[src/rtl/slp_ladder_pkg.sv]
package slp_ladder_pkg;

  localparam int NUM_STATES = 6;
  localparam int NUM_PINS   = 4;
  localparam int STATE_W    = $clog2(NUM_STATES);

  // index of each sideband level inside the packed pin vector
  localparam int PIN_STOP   = 0;
  localparam int PIN_SLEEP  = 1;
  localparam int PIN_DEEP   = 2;
  localparam int PIN_DEEPER = 3;

  // encoding doubles as the one-hot bit position on the port
  typedef enum logic [STATE_W-1:0] {
    ST_NORMAL  = 3'd0,
    ST_STOPGNT = 3'd1,
    ST_SNOOP   = 3'd2,
    ST_SLEEP   = 3'd3,
    ST_DEEP    = 3'd4,
    ST_DEEPER  = 3'd5
  } slp_state_e;

endpackage

[src/rtl/slp_sync.sv]
module slp_sync #(
  parameter int              WIDTH   = 4,
  parameter int              STAGES  = 2,
  parameter logic [WIDTH-1:0] RST_VAL = '1
) (
  input  logic             clk,
  input  logic             rst_n,
  input  logic [WIDTH-1:0] d,
  output logic [WIDTH-1:0] q
);

  logic [STAGES-1:0][WIDTH-1:0] stg;

  always_ff @(posedge clk or negedge rst_n) begin
    if (!rst_n) begin
      for (int k = 0; k < STAGES; k++) stg[k] <= RST_VAL;
    end else begin
      stg[0] <= d;
      for (int k = 1; k < STAGES; k++) stg[k] <= stg[k-1];
    end
  end

  assign q = stg[STAGES-1];

endmodule

[src/rtl/slp_next.sv]
module slp_next
  import slp_ladder_pkg::*;
(
  input  slp_state_e          cur,
  input  logic [NUM_PINS-1:0] pins_n,
  input  logic                snoop_req,
  input  logic                snoop_done,
  output slp_state_e          nxt
);

  logic [NUM_PINS-1:0] want;
  assign want = ~pins_n;

  always_comb begin
    nxt = cur;
    case (cur)
      ST_NORMAL:  if (want[PIN_STOP]) nxt = ST_STOPGNT;
      ST_STOPGNT: begin
        if (!want[PIN_STOP])      nxt = ST_NORMAL;
        else if (snoop_req)       nxt = ST_SNOOP;
        else if (want[PIN_SLEEP]) nxt = ST_SLEEP;
      end
      ST_SNOOP:   if (snoop_done) nxt = ST_STOPGNT;
      ST_SLEEP: begin
        if (!want[PIN_SLEEP])     nxt = ST_STOPGNT;
        else if (want[PIN_DEEP])  nxt = ST_DEEP;
      end
      ST_DEEP: begin
        if (!want[PIN_DEEP])       nxt = ST_SLEEP;
        else if (want[PIN_DEEPER]) nxt = ST_DEEPER;
      end
      ST_DEEPER:  if (!want[PIN_DEEPER]) nxt = ST_DEEP;
      default:    nxt = ST_NORMAL;
    endcase
  end

endmodule

[src/rtl/slp_state_reg.sv]
module slp_state_reg
  import slp_ladder_pkg::*;
(
  input  logic                  clk,
  input  logic                  rst_n,
  input  slp_state_e            nxt,
  output slp_state_e            cur,
  output logic [NUM_STATES-1:0] onehot,
  output logic                  deeper
);

  always_ff @(posedge clk or negedge rst_n) begin
    if (!rst_n) cur <= ST_NORMAL;
    else        cur <= nxt;
  end

  genvar g;
  generate
    for (g = 0; g < NUM_STATES; g++) begin : g_dec
      assign onehot[g] = (int'(cur) == g);
    end
  endgenerate

  assign deeper = onehot[int'(ST_DEEPER)];

endmodule

[src/rtl/pkg_sleep_ladder.sv]
module pkg_sleep_ladder
  import slp_ladder_pkg::*;
#(
  parameter int SYNC_STAGES = 2
) (
  input  logic       clk,
  input  logic       rst_n,
  input  logic       stop_clk_n,
  input  logic       sleep_n,
  input  logic       deep_sleep_n,
  input  logic       deeper_sleep_n,
  input  logic       snoop_req,
  input  logic       snoop_done,
  output logic [5:0] state_onehot,
  output logic       deeper_active
);

  logic [NUM_PINS-1:0] pins_raw;
  logic [NUM_PINS-1:0] pins_sync;
  slp_state_e          cur;
  slp_state_e          nxt;

  assign pins_raw[PIN_STOP]   = stop_clk_n;
  assign pins_raw[PIN_SLEEP]  = sleep_n;
  assign pins_raw[PIN_DEEP]   = deep_sleep_n;
  assign pins_raw[PIN_DEEPER] = deeper_sleep_n;

  slp_sync #(
    .WIDTH  (NUM_PINS),
    .STAGES (SYNC_STAGES),
    .RST_VAL('1)
  ) u_sync (
    .clk  (clk),
    .rst_n(rst_n),
    .d    (pins_raw),
    .q    (pins_sync)
  );

  slp_next u_next (
    .cur       (cur),
    .pins_n    (pins_sync),
    .snoop_req (snoop_req),
    .snoop_done(snoop_done),
    .nxt       (nxt)
  );

  slp_state_reg u_reg (
    .clk   (clk),
    .rst_n (rst_n),
    .nxt   (nxt),
    .cur   (cur),
    .onehot(state_onehot),
    .deeper(deeper_active)
  );

endmodule

[config.mk]
export PLATFORM = sky130hd
export DESIGN_NAME = pkg_sleep_ladder
export DESIGN_NICKNAME = d
export VERILOG_FILES = /design/src/rtl/slp_ladder_pkg.sv /design/src/rtl/slp_sync.sv /design/src/rtl/slp_next.sv /design/src/rtl/slp_state_reg.sv /design/src/rtl/pkg_sleep_ladder.sv
export SDC_FILE = /design/constraint.sdc
export NUM_CORES = 1
export LEC_CHECK = 0
export BUFFER_PORTS_ARGS = -buffer_cell sky130_fd_sc_hd__buf_2
export CAP_MARGIN = 20
export CORE_MARGIN = 2
export CORE_UTILIZATION = 38
export DETAILED_ROUTE_END_ITERATION = 6
export PLACE_DENSITY = 0.69
export SLEW_MARGIN = 20
export SYNTH_ARGS = -nofsm -noshare
export SYNTH_HDL_FRONTEND = slang
export SYNTH_SLANG_ARGS = --single-unit
[constraint.sdc]
create_clock -name clk -period 3.1 [get_ports clk]
set_input_delay 0.62 -clock clk [delete_from_list [all_inputs] [get_ports clk]]
set_output_delay 0.62 -clock clk [all_outputs]
set_load 0.01 [all_outputs]
### Word-level counts from Yosys, hierarchy flattened

Index checks and enable logic that the tools add are counted.

* bits in registers: 11
* bits of input ports: 8
* output and inout port bits: 7
* logic and storage cells: 34

* equality and inequality tests: 16
* mux-type cells: 11
* bitwise logic cells: 1
* reduce and logical (&&, ||, !) cells: 3

Operators with widths (number)
* $mux 3: 10
* $eq 3x3->1 const B: 6
* $pmux 3 s6: 1
* $eq 3x2->1 const B: 3
* $logic_not 3->1: 2
* $ne 3x2->1 const B: 2
* $reduce_and 6->1: 1
* $ne 2x2->1 const B: 2
* $ne 4x3->1 const B: 1
* $not 4->4: 1
* $eq 3x1->1 const B: 1
* $ne 2x1->1 const B: 1

### Longest topological paths before layout

* depth after elaboration: 5
* depth in mapped cells: 5
* mapped depth without buffers: 4

### Hierarchy

From an unflattened synthesis, not the netlist that was laid out.

* cell total of the unflattened synthesis: 38
* area total of the unflattened synthesis: 484.2 um2

By module, submodules not included
* slp_sync: instances 1, cells an instance 12, area each 240.2 um2, sequential area each 210.2 um2
* slp_state_reg: instances 1, cells an instance 10, area each 130.1 um2, sequential area each 75.1 um2
* slp_next: instances 1, cells an instance 16, area each 113.9 um2, sequential area each 0.0 um2

### Least setup slack after synthesis

OpenSTA, ideal clock, no wires.

* path type: register to output
* start point: reg u_reg.cur[0]
* end point: out state_onehot[5]
* data arrival time: 1.260 ns
* required time: 2.480 ns
* slack: 1.220 ns
* cell stages (with the launch flop): 4
* buffers on the path: 2
* path through: dfrtp_1 clkbuf_1 nor3b_1 buf_4

* word-level cells in the longest chain between the ends: 1

Ends and longest elaborated chain
* start: declaration: line slp_state_reg.sv:7 `output slp_state_e cur,`
* start signal: assignment: line slp_state_reg.sv:14 `else cur <= nxt;`
* $eq 3x3->1: line slp_state_reg.sv:20 `assign onehot[g] = (int'(cur) == g);`
* end: declaration: line pkg_sleep_ladder.sv:14 `output logic [5:0] state_onehot,`

No other way between the ends.

### Worst setup path after layout

* start point: reg u_reg.cur[2]
* end point: out state_onehot[2]

The elaborated chain is that of the path after synthesis.

==> results by group <==
Cells and area
  • Antenna Cells: 0
  • Layout cells sized above 1: 49.2%
  • Final net count: 68
  • Most frequent cells in the layout: buf_2, dfstp_2
  • Area Overhead vs Synth: 15.9%
  • FILL cells: 140
  • Commonest non-fill, non-tap cell in the layout: buf_2

Clock network
  • Cts bufs inserted: 3
  • CTS tree: built
  • Sink Count: 11
  • Max clock buf depth: 2
  • Post-CTS resize count: 0
  • Post-CTS Setup Repair Bufs: 0
  • CTS H-tree lvls: 1
  • Clk Latency, worst-skew pair: 0.26 ns
  • Post-cts hold buffer count: 0
  • Worst-path clk slew: 0.07 ns
  • CTS root buf: clkbuf_4

Place
  • Port Buffer Count: 14
  • Routability Congestion: 0.739
  • DP HPWL: 657 um

Synth
  • Yosys warns: 0
  • Post-Syn Area: 534 um2
  • Sequential element share of the synthesized area: 53.4%
  • Synthesis-stage register bit count: 11
  • Mapped Cells: 45
  • Top cell type's share of synthesized area: 39.3%
  • Post-synth net total: 53
  • Leading area contributor after synthesis: dfstp_2
  • Mapped Avg Cell Area: 11.9 um2
  • Netlist cell types: 27
  • Synth area leaders: dfstp_2, dfrtp_1, nor2b_1

Drt
  • 1st-iter DRT viols: 0
  • Vias post-DR: 383
  • Vias/cell: 5.18
  • Post-route ant nets: 0
  • Final WL: 877 um
  • Drt pass-1 iters: 1
  • Drc violations: 0
  • Wirelength per Cell: 11.9 um

Pwr
  • Power per cell area: 878 nW/um2
  • Max IR drop VDD: 0.348 mV
  • Sw power: 0.202 mW
  • LEAKAGE: 0.286 nW
  • Internal: 0.342 mW
  • Combinational power share: 40.4%
  • Reg power frac: 42.2%
  • Net Sw Frac: 37.1%
  • Clk pwr share: 17.4%

Global route
  • Global route hottest layer: met2
  • Initial antenna violation count: 0
  • M2 GR Usage: 17.2%
  • Largest net degree at the start of global routing: 17
  • First-pass GRT wire length: 1.51 mm
  • Routing usage on met3: 4.78%
  • Grt total ovfl: 0
  • GRT Resource Usage Total: 11.9%
  • Vias in the first global route: 353
  • M1 GR Usage: 13.9%

Die
  • Initial core utilization: 41.1%
  • # rows: 13
  • I/O pins: 15
  • Die W: 41.5 um
  • Die footprint: 1720 um2
  • Die Y-Extent: 41.5 um
  • Core Region: 1300 um2

Timing
  • Final setup fails: 0
  • F_max: 511 MHz
  • Setup Skew: 0.00129 ns
  • Final period utilization: 63.2%
  • Final Max Slew Viols: 0
  • Fin crit period: 1.96 ns
  • Worst Max-Slew Pin Slew: 0.418 ns
  • Unrepaired setup endpoints after global routing: false
  • Final hold violations: 0
  • Max-Slew Margin vs Limit: 72.1%
  • TNS Setup: 0 ns
  • Hold_ws: 0.211 ns

Worst setup path
  • FF-to-FF setup slack: 1.33 ns
  • Crit path arrival time: 1.34 ns
  • Nature of the critical path endpoint: output port
  • CP Class: register to output port
  • Setup crit start kind: register
  • CP required: 2.48 ns
  • CP Max Fanout: 11

Flow run
  • Max-Cap Viols: 0

Min path
  • Path type of the worst min-delay path: input pin to async pin

Run status
  • Status: complete, no violations
-- worst max-delay path: stages (launching register included) --
cell and delay (ns):
dfrtp_1 0.53, and2b_1 0.27, nor2b_1 0.13, buf_2 0.15
-- power by group through the flow --
stage,sequential [mW],combinational (mW),clock (mW)
after global placement,0.230,0.218,0
after CTS,0.231,0.222,0.100
after floorplan,0.188,0.225,0
after detailed placement,0.233,0.222,0
final,0.230,0.219,0.0946
after global routing,0.239,0.242,0.106
-- synth_stat cells (all sizes together) --
library cell	count
nor3	1
nand3b	1
and2b	1
inv	2
o31a	1
and3b	1
nor3b	3
dfrtp	3
o32a	1
nor2b	3
nor2	2
or3b	1
mux2	1
nand2	3
o22ai	2
a211oi	1
o41ai	1
mux2i	1
a32o	1
clkbuf	1
buf	3
a21boi	1
a21oi	2
dfstp	8
-- layout make-up --
class                      count  area [um2]  share of cell area, %
inverter                       2        7.51                   1.21
tap                           15        18.8                   3.03
sequential                    11         285                   46.1
timing repair buffer          14        70.1                   11.3
multi-input combinational     28         211                   34.1
clock buffer                   4        26.3                   4.24
-- kinds of logic (layout without fill, tap and decap cells) --
logic type      Yosys count  in the layout  share of synthesized area (%)
mux                       2              2                           4.68
buf+inv                   6             20                           7.02
flops                    11             11                           53.4
simple gates             16             16                           19.2
compound gates           10             10                           15.7
-- path summary, 6_finish.rpt --
path	end	start	depth (start not counted)
max	state_onehot[2]	u_reg.cur[2]$_DFFE_PN0P_	3
min	u_reg.cur[2]$_DFFE_PN0P_	rst_n	1
max reg2reg	u_reg.cur[0]$_DFFE_PN0P_	u_reg.cur[0]$_DFFE_PN0P_	4
min reg2reg	u_sync.q[3]$_DFF_PN1_	u_sync.stg[3]$_DFF_PN1_	0
max in group asynchronous	u_sync.q[0]$_DFF_PN1_	rst_n	1
min in group clk	u_sync.q[3]$_DFF_PN1_	u_sync.stg[3]$_DFF_PN1_	0
-- through the flow --
step	area (um2)	cells	total power [mW]	setup slack (ns)	util, %
2_1_floorplan	534	45	0.413	1.22	-
3_3_place_gp	593	70	0.448	1.36	45.6
3_5_place_dp	593	70	0.455	1.34	45.6
4_1_cts	619	74	0.554	1.12	47.6
5_1_grt	619	74	0.586	1.01	47.6
6_report	619	74	0.544	1.14	47.6
-- state kept, by name, summed over array words and instances, names as in the netlist --
name / flops
u_reg.cur: 3
u_sync.q: 4
u_sync.stg: 4
-- layer usage --
metal | routed length (um) | share of wire, %
met1 | 400 | 46
met2 | 413 | 47
met3 | 46 | 5.2
met4 | 17 | 1.9
met5 | 0 | 0
Power figures use the tool's default switching activity.
